File: src/rtl/tx_slip_pkg.sv
package tx_slip_pkg;
  // register port geometry
  localparam int REG_W   = 16;
  localparam int MAN_LSB = 8;   // manual value / applied slip field
  localparam int MAN_W   = 8;
  localparam int RX_W    = 8;   // receive slip status field at bit 0

  typedef enum logic {
    SEL_CTRL = 1'b0,
    SEL_STAT = 1'b1
  } reg_sel_e;
endpackage

File: src/rtl/tx_slip_ctrl.sv
module tx_slip_ctrl
  import tx_slip_pkg::*;
#(
  parameter int W  = 20,
  parameter int SW = $clog2(W)
) (
  input  logic             clk,
  input  logic             rst_n,
  input  logic [SW-1:0]    rx_slip_i,
  input  logic             reg_wr_i,
  input  logic             reg_sel_i,
  input  logic [REG_W-1:0] reg_wdata_i,
  output logic             ovr_o,
  output logic [MAN_W-1:0] man_o,
  output logic [SW-1:0]    slip_o
);
  localparam logic [SW:0]    W_X   = (SW+1)'(W);
  localparam logic [SW-1:0]  MAXS  = SW'(W - 1);
  localparam logic [MAN_W:0] W_MAN = (MAN_W+1)'(W);

  logic             ovr_q, ovr_d;
  logic [MAN_W-1:0] man_q, man_d;
  logic [SW-1:0]    slip_q, slip_d;
  logic [SW-1:0]    rx_c, man_c, auto_s;
  logic [SW:0]      diff;
  logic             ctrl_we;

  assign ctrl_we = reg_wr_i && (reg_sel_i == SEL_CTRL);

  always_comb begin
    ovr_d = ovr_q;
    man_d = man_q;
    if (ctrl_we) begin
      ovr_d = reg_wdata_i[0];
      man_d = reg_wdata_i[MAN_LSB +: MAN_W];
    end
  end

  // slip target: clamp both sources to W-1, complement the receive slip
  always_comb begin
    rx_c   = ({1'b0, rx_slip_i} >= W_X) ? MAXS : rx_slip_i;
    man_c  = ({1'b0, man_q} >= W_MAN) ? MAXS : man_q[SW-1:0];
    diff   = W_X - {1'b0, rx_c};
    auto_s = (rx_c == '0) ? '0 : diff[SW-1:0];
    slip_d = ovr_q ? man_c : auto_s;
  end

  always_ff @(posedge clk or negedge rst_n) begin
    if (!rst_n) begin
      ovr_q  <= 1'b0;
      man_q  <= '0;
      slip_q <= '0;
    end else begin
      ovr_q  <= ovr_d;
      man_q  <= man_d;
      slip_q <= slip_d;
    end
  end

  assign ovr_o  = ovr_q;
  assign man_o  = man_q;
  assign slip_o = slip_q;
endmodule

File: src/rtl/tx_slip_window.sv
module tx_slip_window #(
  parameter int W  = 20,
  parameter int SW = $clog2(W)
) (
  input  logic [W-1:0]  cur_i,
  input  logic [W-1:0]  prev_i,
  input  logic [SW-1:0] slip_i,
  output logic [W-1:0]  win_o
);
  localparam int CW = 2 * W;
  localparam int OW = $clog2(CW + 1);

  logic [CW-1:0] cat;
  logic [CW-1:0] sh;
  logic [OW-1:0] ofs;

  assign cat = {cur_i, prev_i};

  always_comb begin
    ofs = OW'(W) - OW'(slip_i);
    sh  = cat >> ofs;
  end

  for (genvar i = 0; i < W; i++) begin : g_bit
    assign win_o[i] = sh[i];
  end
endmodule

File: src/rtl/tx_slip_comp.sv
module tx_slip_comp
  import tx_slip_pkg::*;
#(
  parameter int W  = 20,
  parameter int SW = $clog2(W)
) (
  input  logic             clk,
  input  logic             rst_n,
  input  logic [W-1:0]     tx_word_i,
  input  logic [SW-1:0]    rx_slip_i,
  input  logic             reg_sel_i,
  input  logic             reg_wr_i,
  input  logic [REG_W-1:0] reg_wdata_i,
  output logic [REG_W-1:0] reg_rdata_o,
  output logic [W-1:0]     tx_word_o,
  output logic [SW-1:0]    tx_slip_o,
  output logic             slip_chg_o
);
  logic             ovr_q;
  logic [MAN_W-1:0] man_q;
  logic [SW-1:0]    slip_q;
  logic [W-1:0]     prev_q, win;
  logic [W-1:0]     dout_q;
  logic [SW-1:0]    oslip_q;
  logic             chg_q, chg_d;

  tx_slip_ctrl #(.W(W), .SW(SW)) u_ctrl (
    .clk(clk), .rst_n(rst_n), .rx_slip_i(rx_slip_i),
    .reg_wr_i(reg_wr_i), .reg_sel_i(reg_sel_i), .reg_wdata_i(reg_wdata_i),
    .ovr_o(ovr_q), .man_o(man_q), .slip_o(slip_q)
  );

  tx_slip_window #(.W(W), .SW(SW)) u_win (
    .cur_i(tx_word_i), .prev_i(prev_q), .slip_i(slip_q), .win_o(win)
  );

  assign chg_d = (slip_q != oslip_q);

  always_ff @(posedge clk or negedge rst_n) begin
    if (!rst_n) begin
      prev_q  <= '0;
      dout_q  <= '0;
      oslip_q <= '0;
      chg_q   <= 1'b0;
    end else begin
      prev_q  <= tx_word_i;
      dout_q  <= win;
      oslip_q <= slip_q;
      chg_q   <= chg_d;
    end
  end

  always_comb begin
    reg_rdata_o = '0;
    if (reg_sel_i == SEL_STAT) begin
      reg_rdata_o[RX_W-1:0]          = RX_W'(rx_slip_i);
      reg_rdata_o[MAN_LSB +: MAN_W]  = MAN_W'(oslip_q);
    end else begin
      reg_rdata_o[0]                 = ovr_q;
      reg_rdata_o[MAN_LSB +: MAN_W]  = man_q;
    end
  end

  assign tx_word_o  = dout_q;
  assign tx_slip_o  = oslip_q;
  assign slip_chg_o = chg_q;
endmodule

File: config.mk
export PLATFORM = sky130hd
export DESIGN_NAME = tx_slip_comp
export DESIGN_NICKNAME = d
export VERILOG_FILES = /design/src/rtl/tx_slip_pkg.sv /design/src/rtl/tx_slip_ctrl.sv /design/src/rtl/tx_slip_window.sv /design/src/rtl/tx_slip_comp.sv
export SDC_FILE = /design/constraint.sdc
export NUM_CORES = 1
export LEC_CHECK = 0
export ABC_AREA = 1
export BUFFER_PORTS_ARGS = -buffer_cell sky130_fd_sc_hd__buf_2
export CORE_MARGIN = 2
export CORE_UTILIZATION = 60
export CTS_CLUSTER_DIAMETER = 80
export DETAILED_ROUTE_END_ITERATION = 12
export PLACE_DENSITY_LB_ADDON = 0.2
export SLEW_MARGIN = 5
export SYNTH_ARGS = -nofsm -noshare
export SYNTH_HDL_FRONTEND = slang
export SYNTH_SLANG_ARGS = --single-unit
File: constraint.sdc
create_clock -name clk -period 6.4 [get_ports clk]
set_input_delay 1.28 -clock clk [delete_from_list [all_inputs] [get_ports clk]]
set_output_delay 1.28 -clock clk [all_outputs]
set_load 0.005 [all_outputs]
After elaboration in Yosys (flattened, before gate mapping)

Index checks and enable logic that the tools add are counted.

Flip-flop bits (word level): 60
Bits in latches: 0
RAM bits: 0
Bits in read-only memories: 0
Bits of input ports: 45
Output and inout port bits: 42
Logic and storage cells: 23
Memories: 0

$add $sub $neg: 2
Multiply operators: 0
Div/mod/pow operators: 0
Order comparisons: 2
Equality and inequality tests: 1
Shift operators: 1
Multiplexer cells: 7
Bitwise operators: 1
Reductions and logical operators: 2

Operators by type and width:

| cell                                                              | number |
|---|---|
| right shift 40 x 6 -> 20 bit                                      | 1 |
| 2-to-1 mux 5 bit                                                  | 4 |
| greater-or-equal comparator 8 x 5 -> 1 bit, second input constant | 1 |
| 2-to-1 mux 8 bit                                                  | 1 |
| subtractor 5 x 5 -> 6 bit, first input constant                   | 1 |
| greater-or-equal comparator 5 bit, second input constant          | 1 |
| logical NOT 5 bit                                                 | 1 |
| inequality test 5 bit                                             | 1 |
| subtractor 5 bit, first input constant                            | 1 |
| 2-to-1 mux 4 bit                                                  | 1 |
| logical AND 1 bit                                                 | 1 |
| 2-to-1 mux 1 bit                                                  | 1 |
| NOT 1 bit                                                         | 1 |

Depth between registers and ports, before layout

Gate-level depths: netlist of the first run.

Word-level depth: 5
Gate-level depth with buffers: 15

Modules after synthesis

From an unflattened synthesis of the first run, not the netlist that was laid out.

Cell total of the unflattened synthesis: 631
Area, all modules: 4279.1 sq um

By module, submodules not included:

| module         | times used | cells an instance | area each (sq um) |
|---|---|---|---|
| tx_slip_window | 1          | 461               | 2193.4 |
| tx_slip_comp   | 1          | 100               | 1413.9 |
| tx_slip_ctrl   | 1          | 70                | 671.9 |

Worst setup path after synthesis of the first run

OpenSTA, ideal clock, no wires.

Kind: input to output
From: input reg_sel_i
To: output reg_rdata_o[10]
Data arrival time: 1.942 ns
Required time: 5.120 ns
Setup slack: 3.178 ns
Stages: 4
Path buffers: 2
Path through: clkbuf_1 > clkbuf_1 > nand2_1 > o21ai_0

Word-level cells in the longest chain between the ends: 1

RTL lines:

| item             | RTL line           | text |
|---|---|---|
| from (decl)      | tx_slip_comp.sv:11 | `input logic reg_sel_i,` |
| 2-to-1 mux 8 bit | tx_slip_comp.sv:55 | `if (reg_sel_i == SEL_STAT) begin` |
| to (decl)        | tx_slip_comp.sv:14 | `output logic [REG_W-1:0] reg_rdata_o,` |

No other way between the ends.

Final worst setup path of the first run

From: register u_ctrl.slip_q[0] (netlist: u_ctrl.slip_o[0])
To: register dout_q[7] (netlist: tx_word_o[7])

Word-level cells in the longest chain between the ends: 2

RTL lines:

| item                         | RTL line             | text |
|---|---|---|
| from (decl)                  | tx_slip_ctrl.sv:23   | `logic [SW-1:0] slip_q, slip_d;` |
| from (signal assigned)       | tx_slip_ctrl.sv:56   | `slip_q <= slip_d;` |
| subtractor 5 x 5 -> 6 bit    | tx_slip_window.sv:20 | `ofs = OW'(W) - OW'(slip_i);` |
| right shift 40 x 6 -> 20 bit | tx_slip_window.sv:21 | `sh = cat >> ofs;` |
| named net u_win.sh[7]        | tx_slip_window.sv:14 | `logic [CW-1:0] sh;` |
| to (signal assigned)         | tx_slip_comp.sv:47   | `dout_q <= win;` |
| to (decl)                    | tx_slip_comp.sv:23   | `logic [W-1:0] dout_q;` |

The timed path passes the listed nets, and every way through them passes these cells.
A chain may end at the register's enable or synchronous reset.

==> results of run 1 <==
## cells in the mapped netlist (all sizes together), types with 2 or more instances
library cell / number / area, um2
nor2: 50 / 203
a21oi: 19 / 95.1
nand3: 154 / 771
o22ai: 2 / 12.5
dfrtp: 60 / 1500
ha: 2 / 25.0
nor3: 2 / 10.0
nand2: 215 / 825
o21ai: 34 / 170
buf: 29 / 176
o211ai: 8 / 60.1
inv: 34 / 130
clkbuf: 7 / 26.3
## worst paths after layout
path,end,startpoint,slack (ns)
worst max register to register,tx_word_o[7]$_DFF_PN0_,u_ctrl.slip_o[0]$_DFF_PN0_,2.72
worst max-delay path,tx_word_o[7]$_DFF_PN0_,u_ctrl.slip_o[0]$_DFF_PN0_,2.72
min in group asynchronous,prev_q[14]$_DFF_PN0_,rst_n,1.07
max in group asynchronous,prev_q[0]$_DFF_PN0_,rst_n,4.80
worst min-delay path,tx_slip_o[1]$_DFF_PN0_,u_ctrl.slip_o[1]$_DFF_PN0_,0.39
worst min register to register,tx_slip_o[1]$_DFF_PN0_,u_ctrl.slip_o[1]$_DFF_PN0_,0.39
## state kept, by name (all words and copies together), names as in the netlist
signal	flops
tx_slip_o	5
tx_word_o	20
u_ctrl.ovr_o	1
u_ctrl.slip_o	5
u_ctrl.man_o	8
slip_chg_o	1
prev_q	20
## kinds of logic (layout without fill, tap and decap cells)
| logic type | Yosys count | after routing | share of synthesized area |
|---|---|---|---|
| simple gates | 422 | 422 | 0.448 |
| buf+inv | 70 | 129 | 0.0822 |
| compound gates | 66 | 66 | 0.0896 |
| flops | 60 | 60 | 0.371 |
| fa+ha+maj | 2 | 2 | 0.00618 |
| other cells | 1 | 3 | 0.000926 |
| xor+xnor | 1 | 1 | 0.00216 |
## layer usage
metal  share of wire  up-vias  GRT usage
met5               0        -          0
met1            0.40     2063      0.461
met4           0.031        0      0.114
met3            0.10       34     0.0616
met2            0.47      296      0.554
li1                -     2165          -
## where the power goes
group          internal, uW  leakage, uW  total (uW)  switching, uW
Combinational           196      0.00163         590            394
Sequential              456     0.000698         484           28.3
Clock                   230     0.000107         382            153
Total                   881      0.00244        1460            575
## layout make-up
type                            count  share of cell area
Sequential cell                    60               0.328
Clock inverter                      4              0.0159
Inverter                           34              0.0285
Timing Repair Buffer               79              0.0881
Multi-Input combinational cell    494               0.486
Clock buffer                       12              0.0318
Tap cell                           77              0.0211
## stage by stage
stage	instance area, um2	setup WS, ns	utilization	hold WS, ns	cells
after floorplan	4060	3.18	-	0.355	624
after global routing	4570	2.48	0.712	0.413	760
after CTS	4570	2.85	0.712	0.394	760
after detailed placement	4350	2.88	0.678	0.390	744
after global placement	4350	2.96	0.678	0.377	744
final	4570	2.72	0.712	0.394	760
## critical path: stages, from the launching register on
cell and delay (ns):
dfrtp_1 0.33, buf_4 0.39, inv_4 0.28, ha_1 0.38, buf_4 0.27, inv_1 0.93, nand3_1 0.29, nand3_1 0.17
o21ai_0 0.13, nand2_1 0.10, nand2_1 0.05, nor2_1 0.14, nor2_1 0.05
==> metrics.cfg, run 1 <==
[status]
outcome = complete, no violations

[critical_path]
critical_path_class = reg -> reg
crit_path_end_kind = flop
reg2reg_depth = 12
cp.required_ns = 6.62
worstPathArrival_ns = 3.90
worst-path-max-fanout = 44
start_kind = flop

[final_layout]
nFillCells = 565
area_growth_pct = 12.9
nets = 725
ff_latch_area_mm2 = 0.00150
multi_input_area_mm2 = 0.00222
antennaDiodeCount = 0
layout_commonest_cell = nand2_1
layout.cells.most_common_list = nand2_1 (210), nand3_1 (154), buf_2 (76)
layout-drive-gt1-share = 0.157

[synthesis]
netlist_instances = 622
synth-edff-count = 0
ys_warn_count = 0
synth_ff_type = dfrtp_1
yosysSeqAreaShare = 0.371
syn_area_mm2 = 0.00405
syn_area_per_cell_um2 = 6.51
synth_seq_cells = 60
synthArstFlopShare = 1.00
synthDistinctLibCells = 28

[global_route]
grt_use_total = 0.341
grt_antenna_before_repair = 0
grt_pass1_vias = 4093
grt_pass1_wl_um = 19600
grt_max_degree = 61
grt_overflow = 0

[power_and_ir_drop]
ir_drop_uv = 171
p_total_uw = 1460
leakagePower_uw = 0.00244
powerDensity_mw_per_mm2 = 318

[drt]
drt_pass1_iterations = 8
via_count = 4558
via_per_inst = 6.00
ant_nets = 0
wl_um = 12100
drt_iter0_markers = 573
drc = 0
wl_per_cell_um = 15.9

[timing]
fmax_ghz = 0.272
setup_viol = 0
fin_skew_ns = 0.00846
max-slew-margin-rel = 0.184
tightest_slew_ns = 1.22
finalHoldViolCount = 0
drv_slew = 0
finalCritPeriodShare = 0.575
setup_tns_ns = 0
rsz0062_at_grt = no
fin_crit_ns = 3.68

[floorplanning]
fp.dieH_um = 86.1
die_w_um = 86.1
die_area_mm2 = 0.00742
rows = 29
ioPinCount = 87
core_mm2 = 0.00642
initial_core_util = 0.630

[cts]
cts_tree = yes
clock_sinks = 60
cts.path.max_buffers = 2
hold_buffers = 0
clk_latency_ns = 0.34
cts_buffers = 9
post_cts_resized = 0
cts_root_buf = clkbuf_8
cts_setup_buffers = 0
h-tree-depth = 3
clk_pin_slew_ns = 0.07

[hold_path]
hold_path.class = reg -> reg
min_path_cells = 0

[placement]
gp_congestion = 1.01
hpwl_um = 8710
io_buffers = 76

[run]
maxCapViolations = 0

(Power assumes the default switching activity.)
==> run 2: changes to the inputs <==
--- a/config.mk
+++ b/config.mk
@@ -8,7 +8,7 @@
 export ABC_AREA = 1
 export BUFFER_PORTS_ARGS = -buffer_cell sky130_fd_sc_hd__buf_2
 export CORE_MARGIN = 2
-export CORE_UTILIZATION = 60
+export CORE_UTILIZATION = 50
 export CTS_CLUSTER_DIAMETER = 80
 export DETAILED_ROUTE_END_ITERATION = 12
 export PLACE_DENSITY_LB_ADDON = 0.2
==> constraint.sdc (replaced) <==
create_clock -name clk -period 3.2 [get_ports clk]
set_input_delay 0.64 -clock clk [delete_from_list [all_inputs] [get_ports clk]]
set_output_delay 0.64 -clock clk [all_outputs]
set_load 0.005 [all_outputs]
==> metrics.cfg, run 2 (synthesis results as in run 1) <==
[drt]
drt_pass1_iterations = 7
drt_iter0_markers = 363
via_count = 4427
via_per_inst = 5.62
ant_nets = 0
wl_um = 12300
drc = 0
wl_per_cell_um = 15.6

[timing]
finalHoldViolCount = 0
fin_skew_ns = 0.0118
setup_viol = 0
rsz0062_at_grt = no
fmax_ghz = 0.437
max-slew-margin-rel = 0.352
fin_crit_ns = 2.29
holdWs_ns = 0.409
drv_slew = 0
finalCritPeriodShare = 0.715
setup_tns_ns = 0
tightest_slew_ns = 0.971

[global_route]
grt_pass1_wl_um = 20400
grt_overflow = 0
grt_use_total = 0.297
grt_antenna_before_repair = 0
grtUsageMet2 = 0.452
gr-usage-met1 = 0.425
grt_use_met3 = 0.0514
grt_pass1_vias = 4006
grt_most_used_layer = met2
grt_max_degree = 46

[final_layout]
nets = 729
multi_input_area_mm2 = 0.00222
layout.cells.most_common_list = nand2_1 (210), nand3_1 (154), buf_2 (76)
nFillCells = 780
ff_latch_area_mm2 = 0.00150
area_growth_pct = 13.5
layout_commonest_cell = nand2_1
antennaDiodeCount = 0
layout-drive-gt1-share = 0.162
finish.utilization = 0.591

[power_and_ir_drop]
ir_drop_uv = 286
powerDensity_mw_per_mm2 = 601
leakagePower_uw = 0.00244

[critical_path]
worstPathArrival_ns = 2.51
crit_path_end_kind = flop
worst-path-max-fanout = 23
cp.required_ns = 3.42
start_kind = flop
critical_path_class = reg -> reg

[placement]
io_buffers = 76
hpwl_um = 9120
gp_congestion = 0.985

[floorplanning]
rows = 32
die_area_mm2 = 0.00883
ioPinCount = 87
initial_core_util = 0.521
core_mm2 = 0.00777
fp.dieH_um = 94.0
die_w_um = 94.0

[cts]
cts_buffers = 9
clk_latency_ns = 0.34
cts.path.max_buffers = 2
clock_sinks = 60
cts_tree = yes
cts_setup_buffers = 0
cts_root_buf = clkbuf_8
clk_pin_slew_ns = 0.06
h-tree-depth = 3
hold_buffers = 0
post_cts_resized = 0

[run]
maxCapViolations = 0

[status]
outcome = complete, no violations

[hold_path]
hold_path.class = reg -> reg

## run 2: cell types whose count changed in the layout (fill, tap and decap cells not counted), sizes merged
| cell | change |
|---|---|
| clkbuf | -1 |
| bufinv | -2 |
| clkinv | +2 |
| buf | +4 |
## run 2: area by class of cell
| cell class | count | share of cell area |
|---|---|---|
| multi-input combinational | 494 | 0.484 |
| inverter | 34 | 0.0283 |
| tap | 102 | 0.0278 |
| clock buffer | 11 | 0.0308 |
| sequential | 60 | 0.327 |
| timing repair buffer | 83 | 0.0969 |
| clock inverter | 4 | 0.00572 |
## run 2: per-layer routing
| metal | share of wire | vias up |
|---|---|---|
| li1 | - | 2181 |
| met1 | 0.43 | 1997 |
| met3 | 0.086 | 28 |
| met5 | 0 | - |
| met2 | 0.45 | 221 |
| met4 | 0.028 | 0 |
## run 2: critical path, cell delays in order, from the launching register on
cell and delay [ns]:
dfrtp_1 0.40, inv_4 0.04, ha_1 0.30, inv_1 0.47, buf_12 0.24, nand3_1 0.14, nand3_1 0.16, nand3_1 0.16
a21oi_1 0.17, nor2_1 0.08
## run 2: power by group
group / switching, uW / internal (uW)
Combinational: 793 / 405
Clock: 300 / 296
Sequential: 53.6 / 911
Total: 1150 / 1610
## run 2: final timing paths
kind	start	to	slack [ns]	cells after the start
min in group asynchronous	rst_n	prev_q[8]$_DFF_PN0_	0.45	1
min reg2reg	u_ctrl.slip_o[1]$_DFF_PN0_	tx_slip_o[1]$_DFF_PN0_	0.41	0
max	u_ctrl.slip_o[0]$_DFF_PN0_	tx_word_o[16]$_DFF_PN0_	0.91	9
max reg2reg	u_ctrl.slip_o[0]$_DFF_PN0_	tx_word_o[16]$_DFF_PN0_	0.91	9
max in group asynchronous	rst_n	tx_slip_o[0]$_DFF_PN0_	2.02	2
min	u_ctrl.slip_o[1]$_DFF_PN0_	tx_slip_o[1]$_DFF_PN0_	0.41	0
## run 2: per-stage QoR
step | worst slack [ns] | total power, uW | area (um2) | instances
floorplan | 1.20 | 1750 | 4060 | 624
global placement | 0.996 | 2140 | 4430 | 773
detailed placement | 0.973 | 2160 | 4430 | 773
CTS | 0.951 | 2750 | 4590 | 788
global route | 0.648 | 2980 | 4590 | 788
finish | 0.911 | 2760 | 4590 | 788
